==> config.mk <==
export PLATFORM = sky130hd
export DESIGN_NAME = swl_tlb
export DESIGN_NICKNAME = d
export VERILOG_FILES = /design/src/rtl/swtlb_pkg.sv /design/src/rtl/tlb_regs.sv /design/src/rtl/tlb_array.sv /design/src/rtl/swl_tlb.sv
export SDC_FILE = /design/constraint.sdc
export NUM_CORES = 2
export LEC_CHECK = 0
export ABC_CLOCK_PERIOD_IN_PS = 11700
export BUFFER_PORTS_ARGS = -buffer_cell sky130_fd_sc_hd__buf_2
export CORE_AREA = 4 4 393 395
export DETAILED_ROUTE_END_ITERATION = 8
export DIE_AREA = 0 0 397 399
export GPL_ROUTABILITY_DRIVEN = 0
export PLACE_DENSITY_LB_ADDON = 0.2
export SLEW_MARGIN = 20
export SYNTH_ARGS = -nofsm -noshare
export SYNTH_HDL_FRONTEND = slang
export SYNTH_SLANG_ARGS = --single-unit
==> constraint.sdc <==
create_clock -name clk -period 11.7 [get_ports clk]
set_clock_uncertainty 0.05 [all_clocks]
set_input_delay 1.755 -clock clk [delete_from_list [all_inputs] [get_ports clk]]
set_output_delay 1.755 -clock clk [all_outputs]
set_load 0.01 [all_outputs]
==> src/rtl/swtlb_pkg.sv <==
package swtlb_pkg;

    localparam int TAG_W = 20;

    typedef struct packed {
        logic             valid;
        logic             keep;
        logic [1:0]       psz;
        logic [TAG_W-1:0] tag;
        logic [TAG_W-1:0] pbase;
        logic             endian;
        logic [1:0]       elsz;
        logic             mixed;
    } tlb_ent_t;

    typedef enum logic [1:0] {
        OP_IDLE,
        OP_LOAD,
        OP_FLUSH_ONE,
        OP_FLUSH_ALL
    } tlb_op_e;

    localparam logic [7:0] OFS_STAT   = 8'h04;
    localparam logic [7:0] OFS_IEN    = 8'h08;
    localparam logic [7:0] OFS_FAULT  = 8'h0C;
    localparam logic [7:0] OFS_LOCK   = 8'h10;
    localparam logic [7:0] OFS_LOAD   = 8'h14;
    localparam logic [7:0] OFS_CAM    = 8'h18;
    localparam logic [7:0] OFS_RAM    = 8'h1C;
    localparam logic [7:0] OFS_FLUSH  = 8'h20;
    localparam logic [7:0] OFS_GFLUSH = 8'h60;

    localparam logic [31:0] CAM_KEEP_MASK = 32'hFFFF_F00F;
    localparam logic [31:0] RAM_KEEP_MASK = 32'hFFFF_F3C0;
    localparam int          LOCK_BASE_LSB = 16;

    // Bits of the 20-bit tag that take part in matching, per size code.
    function automatic logic [TAG_W-1:0] size_mask(input logic [1:0] code);
        logic [TAG_W-1:0] m;
        unique case (code)
            2'd0:    m = 20'hFFF00;
            2'd1:    m = 20'hFFFF0;
            2'd2:    m = 20'hFFFFF;
            default: m = 20'hFF000;
        endcase
        return m;
    endfunction

endpackage

==> src/rtl/tlb_regs.sv <==
module tlb_regs
    import swtlb_pkg::*;
#(
    parameter int N_ENT = 32
) (
    input  logic                     clk,
    input  logic                     rst_n,
    input  logic                     reg_we,
    input  logic [7:0]               reg_addr,
    input  logic [31:0]              reg_wdata,
    output logic [31:0]              reg_rdata,
    input  logic                     miss_evt,
    input  logic [31:0]              miss_va,
    output logic [31:0]              cam_q,
    output logic [31:0]              ram_q,
    output logic [$clog2(N_ENT)-1:0] victim,
    output logic                     op_load,
    output logic                     op_flush1,
    output logic                     op_flushall,
    output logic                     irq
);

    localparam int IDX_W = $clog2(N_ENT);

    tlb_op_e          state_q, state_d;
    logic [IDX_W-1:0] base_q, vic_q;
    logic             stat_q, ien_q;
    logic [31:0]      fault_q;
    logic [IDX_W-1:0] wr_base, wr_vic;
    logic             clr_hit;

    assign wr_base = reg_wdata[LOCK_BASE_LSB +: IDX_W];
    assign wr_vic  = reg_wdata[IDX_W-1:0];
    assign clr_hit = reg_we && (reg_addr == OFS_STAT) && reg_wdata[0];

    // Command decode: next state of the update sequencer.
    always_comb begin
        state_d = OP_IDLE;
        if (reg_we) begin
            case (reg_addr)
                OFS_LOAD:   if (reg_wdata[0]) state_d = OP_LOAD;
                OFS_FLUSH:  if (reg_wdata[0]) state_d = OP_FLUSH_ONE;
                OFS_GFLUSH: state_d = OP_FLUSH_ALL;
                default:    state_d = OP_IDLE;
            endcase
        end
    end

    always_ff @(posedge clk) begin
        if (!rst_n) state_q <= OP_IDLE;
        else        state_q <= state_d;
    end

    // Output process of the sequencer.
    always_comb begin
        op_load     = 1'b0;
        op_flush1   = 1'b0;
        op_flushall = 1'b0;
        unique case (state_q)
            OP_IDLE:      ;
            OP_LOAD:      op_load     = 1'b1;
            OP_FLUSH_ONE: op_flush1   = 1'b1;
            OP_FLUSH_ALL: op_flushall = 1'b1;
        endcase
    end

    always_ff @(posedge clk) begin
        if (!rst_n) begin
            cam_q   <= '0;
            ram_q   <= '0;
            base_q  <= '0;
            vic_q   <= '0;
            stat_q  <= 1'b0;
            ien_q   <= 1'b0;
            fault_q <= '0;
        end else begin
            if (reg_we && reg_addr == OFS_CAM) cam_q <= reg_wdata & CAM_KEEP_MASK;
            if (reg_we && reg_addr == OFS_RAM) ram_q <= reg_wdata & RAM_KEEP_MASK;
            if (reg_we && reg_addr == OFS_IEN) ien_q <= reg_wdata[0];
            if (reg_we && reg_addr == OFS_LOCK) begin
                base_q <= wr_base;
                vic_q  <= (wr_vic < wr_base) ? wr_base : wr_vic;
            end
            if (miss_evt) begin
                stat_q  <= 1'b1;
                fault_q <= miss_va;
            end else if (clr_hit) begin
                stat_q  <= 1'b0;
            end
        end
    end

    assign victim = vic_q;
    assign irq    = stat_q & ien_q;

    always_comb begin
        reg_rdata = '0;
        case (reg_addr)
            OFS_STAT:  reg_rdata[0] = stat_q;
            OFS_IEN:   reg_rdata[0] = ien_q;
            OFS_FAULT: reg_rdata    = fault_q;
            OFS_LOCK: begin
                reg_rdata[LOCK_BASE_LSB +: IDX_W] = base_q;
                reg_rdata[IDX_W-1:0]              = vic_q;
            end
            OFS_CAM:   reg_rdata    = cam_q;
            OFS_RAM:   reg_rdata    = ram_q;
            default:   reg_rdata    = '0;
        endcase
    end

    assert_victim_floor_R6: assert property (@(posedge clk) disable iff (!rst_n)
        vic_q >= base_q);

    assert_miss_capture_R9: assert property (@(posedge clk) disable iff (!rst_n)
        miss_evt |=> (stat_q && fault_q == $past(miss_va)));

    assert_clear_R10: assert property (@(posedge clk) disable iff (!rst_n)
        (clr_hit && !miss_evt) |=> !stat_q);

endmodule

==> src/rtl/tlb_array.sv <==
module tlb_array
    import swtlb_pkg::*;
#(
    parameter int N_ENT = 32
) (
    input  logic                     clk,
    input  logic                     rst_n,
    input  logic                     op_load,
    input  logic                     op_flush1,
    input  logic                     op_flushall,
    input  logic [31:0]              cam_q,
    input  logic [31:0]              ram_q,
    input  logic [$clog2(N_ENT)-1:0] victim,
    input  logic                     req_valid,
    input  logic [31:0]              req_va,
    output logic                     resp_valid,
    output logic                     resp_hit,
    output logic [31:0]              resp_pa,
    output logic                     resp_endian,
    output logic [1:0]               resp_elsize,
    output logic                     resp_mixed,
    output logic [31:0]              resp_va
);

    localparam int IDX_W = $clog2(N_ENT);

    tlb_ent_t         ent_q [N_ENT];
    tlb_ent_t         new_ent, sel_ent;
    logic [N_ENT-1:0] hit_vec, fl_vec, loose_vec;
    logic [TAG_W-1:0] va_tag, cam_tag, sel_mask;
    logic [IDX_W-1:0] sel;
    logic             any_hit;

    assign va_tag  = req_va[31:12];
    assign cam_tag = cam_q[31:12];

    assign new_ent = '{valid: cam_q[2], keep: cam_q[3], psz: cam_q[1:0], tag: cam_tag,
                       pbase: ram_q[31:12], endian: ram_q[9], elsz: ram_q[8:7],
                       mixed: ram_q[6]};

    for (genvar g = 0; g < N_ENT; g++) begin : g_cmp
        assign hit_vec[g]   = ent_q[g].valid &&
                              (((ent_q[g].tag ^ va_tag) & size_mask(ent_q[g].psz)) == '0);
        assign fl_vec[g]    = ent_q[g].valid && (ent_q[g].psz == cam_q[1:0]) &&
                              (((ent_q[g].tag ^ cam_tag) & size_mask(ent_q[g].psz)) == '0);
        assign loose_vec[g] = ent_q[g].valid && !ent_q[g].keep;
    end

    always_ff @(posedge clk) begin
        for (int i = 0; i < N_ENT; i++) begin
            if (!rst_n) begin
                ent_q[i] <= '0;
            end else if (op_load && victim == IDX_W'(i)) begin
                ent_q[i] <= new_ent;
            end else if (op_flushall && !ent_q[i].keep) begin
                ent_q[i].valid <= 1'b0;
            end else if (op_flush1 && fl_vec[i]) begin
                ent_q[i].valid <= 1'b0;
            end
        end
    end

    // Lowest matching slot wins.
    always_comb begin
        sel     = '0;
        any_hit = 1'b0;
        for (int i = N_ENT - 1; i >= 0; i--) begin
            if (hit_vec[i]) begin
                sel     = IDX_W'(i);
                any_hit = 1'b1;
            end
        end
    end

    assign sel_ent  = ent_q[sel];
    assign sel_mask = size_mask(sel_ent.psz);

    always_ff @(posedge clk) begin
        if (!rst_n) begin
            resp_valid  <= 1'b0;
            resp_hit    <= 1'b0;
            resp_pa     <= '0;
            resp_endian <= 1'b0;
            resp_elsize <= '0;
            resp_mixed  <= 1'b0;
            resp_va     <= '0;
        end else begin
            resp_valid <= req_valid;
            if (req_valid) begin
                resp_hit    <= any_hit;
                resp_va     <= req_va;
                resp_pa     <= any_hit ? {(sel_ent.pbase & sel_mask) | (va_tag & ~sel_mask),
                                          req_va[11:0]} : '0;
                resp_endian <= any_hit & sel_ent.endian;
                resp_elsize <= any_hit ? sel_ent.elsz : 2'b00;
                resp_mixed  <= any_hit & sel_ent.mixed;
            end
        end
    end

    assert_load_slot_R2: assert property (@(posedge clk) disable iff (!rst_n)
        op_load |=> (ent_q[$past(victim)].tag == $past(cam_tag)));

    assert_resp_follows_R3: assert property (@(posedge clk) disable iff (!rst_n)
        req_valid |=> resp_valid);

    assert_global_clear_R8: assert property (@(posedge clk) disable iff (!rst_n)
        (op_flushall && !op_load) |=> (loose_vec == '0));

endmodule

==> src/rtl/swl_tlb.sv <==
module swl_tlb
    import swtlb_pkg::*;
#(
    parameter int N_ENT = 32
) (
    input  logic        clk,
    input  logic        rst_n,
    input  logic        reg_we,
    input  logic [7:0]  reg_addr,
    input  logic [31:0] reg_wdata,
    output logic [31:0] reg_rdata,
    input  logic        req_valid,
    input  logic [31:0] req_va,
    output logic        resp_valid,
    output logic        resp_hit,
    output logic [31:0] resp_pa,
    output logic        resp_endian,
    output logic [1:0]  resp_elsize,
    output logic        resp_mixed,
    output logic        irq
);

    localparam int IDX_W = $clog2(N_ENT);

    logic [31:0]      cam_q, ram_q, resp_va;
    logic [IDX_W-1:0] victim;
    logic             op_load, op_flush1, op_flushall, miss_evt;

    assign miss_evt = resp_valid & ~resp_hit;

    tlb_regs #(.N_ENT(N_ENT)) u_regs (
        .clk         (clk),
        .rst_n       (rst_n),
        .reg_we      (reg_we),
        .reg_addr    (reg_addr),
        .reg_wdata   (reg_wdata),
        .reg_rdata   (reg_rdata),
        .miss_evt    (miss_evt),
        .miss_va     (resp_va),
        .cam_q       (cam_q),
        .ram_q       (ram_q),
        .victim      (victim),
        .op_load     (op_load),
        .op_flush1   (op_flush1),
        .op_flushall (op_flushall),
        .irq         (irq)
    );

    tlb_array #(.N_ENT(N_ENT)) u_array (
        .clk         (clk),
        .rst_n       (rst_n),
        .op_load     (op_load),
        .op_flush1   (op_flush1),
        .op_flushall (op_flushall),
        .cam_q       (cam_q),
        .ram_q       (ram_q),
        .victim      (victim),
        .req_valid   (req_valid),
        .req_va      (req_va),
        .resp_valid  (resp_valid),
        .resp_hit    (resp_hit),
        .resp_pa     (resp_pa),
        .resp_endian (resp_endian),
        .resp_elsize (resp_elsize),
        .resp_mixed  (resp_mixed),
        .resp_va     (resp_va)
    );

endmodule

# --- Word level (Yosys, flattened, before mapping) ---
# Memory sizes are Yosys's and may differ from the RTL's.
# Index checks and enable logic that the tools add are counted.
op_classes:
  magnitude_cmp: 1
  reduce_logical: 330
  eq_ne: 141
  n_mux: 594
  n_bitwise: 233
op_table:
  columns: ["operator", "n"]
  rows:
  - ["48-bit 2-to-1 mux", 32]
  - ["20-bit AND", 66]
  - ["20-bit zero test", 64]
  - ["20-bit XOR", 64]
  - ["12-bit one-hot mux with 3 select lines", 33]
  - ["1-bit 2-to-1 mux", 487]
  - ["1-bit logical AND", 198]
  - ["5-bit 2-to-1 mux", 33]
  - ["1-bit bitwise OR", 96]
  - ["5-bit == test (second input constant)", 16]
  - ["2-bit == test (second input constant)", 35]
  - ["2-bit by 1-bit == test with 1-bit output (second input constant)", 34]
  - ["2-bit zero test", 33]
  - ["11-bit one-hot mux with 3 select lines", 2]
  - ["2-bit == test", 32]
  - ["5-bit by 4-bit == test with 1-bit output (second input constant)", 8]
  - ["8-bit by 5-bit == test with 1-bit output (second input constant)", 4]
  - ["1-bit zero test", 32]
  - ["32-bit 2-to-1 mux", 1]
  - ["5-bit by 3-bit == test with 1-bit output (second input constant)", 4]
  - ["20-bit NOT", 1]
  - ["20-bit bitwise OR", 1]
  - ["5-bit one-hot mux with 4 select lines", 1]
  - ["8-bit by 4-bit == test with 1-bit output (second input constant)", 2]
  - ["other kinds (15)", 20]
word_totals:
  reg_bits: 164
  memories: 1
  wordCells: 1315
  output_inout_bits: 71
  in_bits: 76
  ramBits: 1536
memory_table:
  columns: ["name", "depth", "width", "rd", "rd_clocked_by_memory_dff", "write_ports", "line_no", "rtl"]
  rows:
  - ["u_array.ent_q", 32, 48, 33, 0, 32, "tlb_array.sv:27", "tlb_ent_t ent_q [N_ENT];"]

# --- Longest topological paths before layout ---
# An unclocked memory read counts as a cell.
logic_depth:
  ltp_word: 45
  mapped_depth: 27
  depth_no_buf: 20

# --- Modules after synthesis ---
# From an unflattened synthesis, not the netlist that was laid out.
unflattened:
  hier_cells: 7945
  hier_area_um2: 90804.6
modules_own_cells:
  columns: ["mod", "n_inst", "cells_each", "area_per_inst_um2", "seq_area_each_um2"]
  rows:
  - ["tlb_array", 1, 7447, 86518.0, 47525.6]
  - ["tlb_regs", 1, 497, 4272.8, 1881.8]
  - ["swl_tlb", 1, 1, 13.8, 0.0]

# --- Worst setup path after synthesis ---
# OpenSTA, ideal clock, no wires.
synth_path:
  path_type: "input -> register"
  startpoint: "input port req_va[15]"
  endpoint: "register u_array.resp_pa[16]"
  arrival_ns: 5.912
  setup_ns: 0.127
  required_ns: 11.523
  cell_stages: 22
  slack_ns: 5.611
  n_path_buf: 4
  path_cell_list: "buf_4 -> xor2_1 -> o41ai_2 -> nand2_1 -> or4_1 -> o211ai_1 -> a21oi_1 -> or3b_1 -> a21oi_2 -> and2_4 -> buf_2 -> buf_4 -> mux2i_1 -> mux2i_1 -> a22oi_1 -> nand3_1 -> and2_1 -> ha_1 -> clkbuf_2 -> a211o_1 -> a211oi_1 -> a31oi_1"
synth_between:
  elab_chain_len: 43
  word_cells_on_any_way: 202
  classes_between: "eq/ne: 2; mux: 66; bitwise: 68; reduce/logical: 65; memory: 1"
synth_lines:
  columns: ["element", "line_no", "rtl"]
  rows:
  - ["start: declaration", "swl_tlb.sv:13", "input logic [31:0] req_va,"]
  - ["20-bit XOR", "tlb_array.sv:43", "(((ent_q[g].tag ^ va_tag) & size_mask(ent_q[g].psz)) == '0);"]
  - ["20-bit AND", "tlb_array.sv:43", null]
  - ["20-bit zero test", "tlb_array.sv:43", null]
  - ["1-bit logical AND", "tlb_array.sv:42", "assign hit_vec[g] = ent_q[g].valid &&"]
  - ["5-bit 2-to-1 mux (32 in a row)", "tlb_array.sv:68", "if (hit_vec[i]) begin"]
  - ["memory read 32 x 48 bit", null, null]
  - ["2-bit == test, or another cell as far along", "swtlb_pkg.sv:40", "unique case (code)"]
  - ["12-bit one-hot mux with 3 select lines", "swtlb_pkg.sv:40", null]
  - ["20-bit NOT", "tlb_array.sv:92", "resp_pa <= any_hit ? {(sel_ent.pbase & sel_mask) | (va_tag & ~sel_mask),"]
  - ["20-bit AND", "tlb_array.sv:92", null]
  - ["20-bit bitwise OR", "tlb_array.sv:92", null]
  - ["32-bit 2-to-1 mux (*)", "tlb_array.sv:92", null]
  - ["end signal: assignment", "tlb_array.sv:92", null]
  - ["end: declaration", "tlb_array.sv:18", "output logic [31:0] resp_pa,"]
# Every way passes the cells marked *; elsewhere a longest branch is shown, timed or not.
# A chain may end at the register's enable or synchronous reset.

# --- Final worst setup path ---
layout_path:
  startpoint: "input port req_va[28]"
  endpoint: "register u_array.resp_pa[19]"
# The elaborated chain is that of the path after synthesis.

==> flow_summary.toml <==
[synthesis]
seq_area_frac_synth_pct = 54.76
synth-async-reset-ratio_pct = 0
yosys.area.top_type = "edfxtp_1"
synth_cell_type_count = 87
synth_area_um2 = 90220
postSynthAreaPerCell_um2 = 11.51
synth_area_leaders = "edfxtp_1 51%, and2_1 11%, xnor2_1 7.0%"
synth-edff-count = 1536
netlist_instances = 7840
yosysTopAreaCellShare_pct = 51.12
synthFlopType = "edfxtp_1"
syn_nets = 7986
synth-seq-cells = 1700
synth_warnings = 0

[timing]
setup_tns_ps = 0
finalSetupViolCount = 0
rsz0062_at_grt = "no"
relSlewSlack_pct = 19.94
hold_slack_ps = 411.3
tightest_slew_ps = 1191
fin_crit_ps = 8095
hold_viol_final = 0
fmax_ghz = 0.1235
timing.final.crit_share_pct = 69.19
drv_slew = 0
timing.final.ws_setup_ps = 3605

[worst_hold_path]
holdPathEnd = "u_array.resp_va[8]"
min_path_cells = 2
holdCritStartpoint = "u_array.resp_va[8]"
min_path_type = "flop to flop"

[worst_setup_path]
critPathLaunchType = "input pin"
r2r_start = "u_array.ent_q[27][26]"
max_stage_delay_ps = 730
crit_family = "compound AO/OA/AOI/OAI gates"
cp-end-kind = "flop"
timing.reg2reg.worst_path_depth = 17
r2r-end = "u_array.resp_pa[19]"
critPathKind = "input pin to flop"
path_buf_inv = 2
critPathSlowestCell = "buf_4"
r2r_slack_ps = 5050
cp_max_fo = 32
arrival_ps = 8740
worstPathCellList = "buf_2 -> buf_4 -> xnor2_1 -> nand3_1 -> nor3_1 -> nand3_1 -> o211ai_1 -> a21oi_1 -> or3b_1 -> a21oi_4 -> and2_4 -> nand2_1 -> a31oi_1 -> a22oi_1 -> and3_1 -> a21o_1 -> ha_1 -> a211o_1 -> a211oi_1 -> a31oi_1"
crit_required_ps = 12350

[floorplanning]
rows = 143
ioPinCount = 147
die_y_um = 399
dieWidth_um = 397
fp.dieArea_um2 = 158400
core_area_um2 = 151200
start_util_pct = 59.67

[final_layout]
utilization_pct = 65.06
syn_to_final_growth_pct = 9.020
regArea_um2 = 49500
layout.cells.non_filler = 9837
multi_input_area_um2 = 38170
final_layout_size_suffix_gt1_share_pct = 9.421
nNetsFinal = 7800
fill_cells = 11240
mostFrequentLayoutCell = "and2_1"
final_cell_mix = "1553 x and2_1, 1536 x edfxtp_1, 720 x xnor2_1"
final_area_um2 = 98360

[clock_tree]
cts_inserted_buffers = 176
cts_setup_buffers = 0
htree_num_levels = 4
root_buffer = "clkbuf_16"
cts_hold_buffers = 0
cts_sinks = 1700
cts_tree = "built"
clkTransAtPathRegs_ps = 60
cts.repair.resized = 0
clkLatencyLatePin_ps = 830
clockBufferDepth = 3

[route]
drtPass1Iterations = 8
antenna_left = 0
drc = 0
wirelength_um = 289300
drtIter0Drc = 8836
viasPerCell = 6.454
num_vias = 63490
wire_per_inst_um = 29.41

[global_route]
grt_pass1_vias = 62420
gr-usage-all-layers_pct = 35.98
grt_pass1_wl_um = 415900
antenna_found_initial = 14
grt_max_degree = 157
overflow = 0

[placement]
placed_area_um2 = 92640
post-dp-hpwl_um = 173000
portBuffers = 143
dp_cells = 9506
detailedPlace.worstSlack_ps = 3034

[pwr]
p_int_mw = 10.18
switchingPower_mw = 3.072
clkPwrFrac_pct = 42.1
p_sw_share_pct = 23.18
p_seq_share_pct = 52.2
p_comb_share_pct = 5.8
p_leak_nw = 36.31
power.density_nw_per_um2 = 134.8
peakVddDrop_v = 0.0001375
fin_total_pwr_mw = 13.25

[flow_run]
cap_violations = 0

[run_status]
status = "complete, no violations"
-- state kept, by name, summed over array words and instances, names as in the netlist --
signal / flops
u_array.resp_endian: 1
u_regs.victim: 5
u_regs.base_q: 5
u_array.resp_valid: 1
u_array.ent_q: 1536
u_regs.fault_q: 32
u_array.resp_mixed: 1
u_regs.stat_q: 1
u_regs.ram_q: 24
u_array.resp_hit: 1
u_regs.cam_q: 24
u_array.resp_va: 32
u_array.resp_elsize: 2
u_array.resp_pa: 32
u_regs.ien_q: 1
u_regs.state_q: 2
-- final cells by class --
class	instances	share of cell area [%]
antenna	5	0.01272
inverter	77	0.2939
tap	2030	2.582
clock buffer	238	4.966
multi-input combinational	5380	38.81
timing repair buffer	319	2.182
sequential	1700	50.32
clock inverter	88	0.8307
-- how the worst max path moves through the flow --
stage / end / cells after the start / startpoint / slack [ps]
after floorplan: u_array.resp_pa[16] / 22 / req_va[15] / 5610
after global placement: u_array.resp_pa[19] / 21 / req_va[23] / 3130
after detailed placement: u_array.resp_pa[19] / 21 / req_va[23] / 3030
after CTS: u_array.resp_pa[19] / 20 / req_va[13] / 3890
after global routing: u_array.resp_pa[16] / 21 / req_va[23] / 3530
final: u_array.resp_pa[19] / 20 / req_va[28] / 3600
-- worst min-delay path: cells and delay by family, from the launching register on --
| kind | cells | cell delay, ps |
|---|---|---|
| compound gates | 1 | 60 |
| flops | 1 | 310 |
| simple gates | 1 | 50 |
-- cells in the mapped netlist, drive strengths merged (35+ instances only) --
library cell / count
and2: 1556
buf: 229
xnor2: 720
nor2b: 59
o211ai: 46
ha: 70
clkbuf: 454
inv: 76
a21boi: 104
o21ai: 144
nor3: 77
nor2: 165
a21oi: 113
xor2: 624
a211oi: 43
dfxtp: 164
mux2: 35
nand4: 145
nand2: 489
nor4: 129
mux2i: 216
nand3: 122
o22ai: 56
edfxtp: 1536
a41oi: 62
-- kinds of logic after synthesis --
family / count (synthesis) / synth area share [%]
flip-flops: 1700 / 54.76
AND/OR/NAND/NOR: 2859 / 17.86
buffers and inverters: 760 / 3.681
multiplexers: 251 / 2.833
XOR/XNOR: 1344 / 13.05
adder cells (fa/ha/maj): 70 / 0.9708
AO/OA/AOI/OAI: 856 / 6.841
-- per-layer routing --
layer	GRT usage, %	routed length, um	up-vias
met1	48.15	107700	31460
met5	0.4618	133	-
met2	55.22	127500	4079
li1	-	-	27040
met4	17.15	15690	8
met3	9.076	38200	895
-- power groups by stage --
stage	clock network, mW	logic [mW]	registers (mW)
finish	5.58	0.766	6.91
global route	5.82	0.805	6.93
CTS	5.57	0.749	6.91
detailed placement	0	0.745	7.04
global placement	0	0.723	7.03
floorplan	0	0.495	7.04
Note: power is estimated with default switching activity, not from simulation.
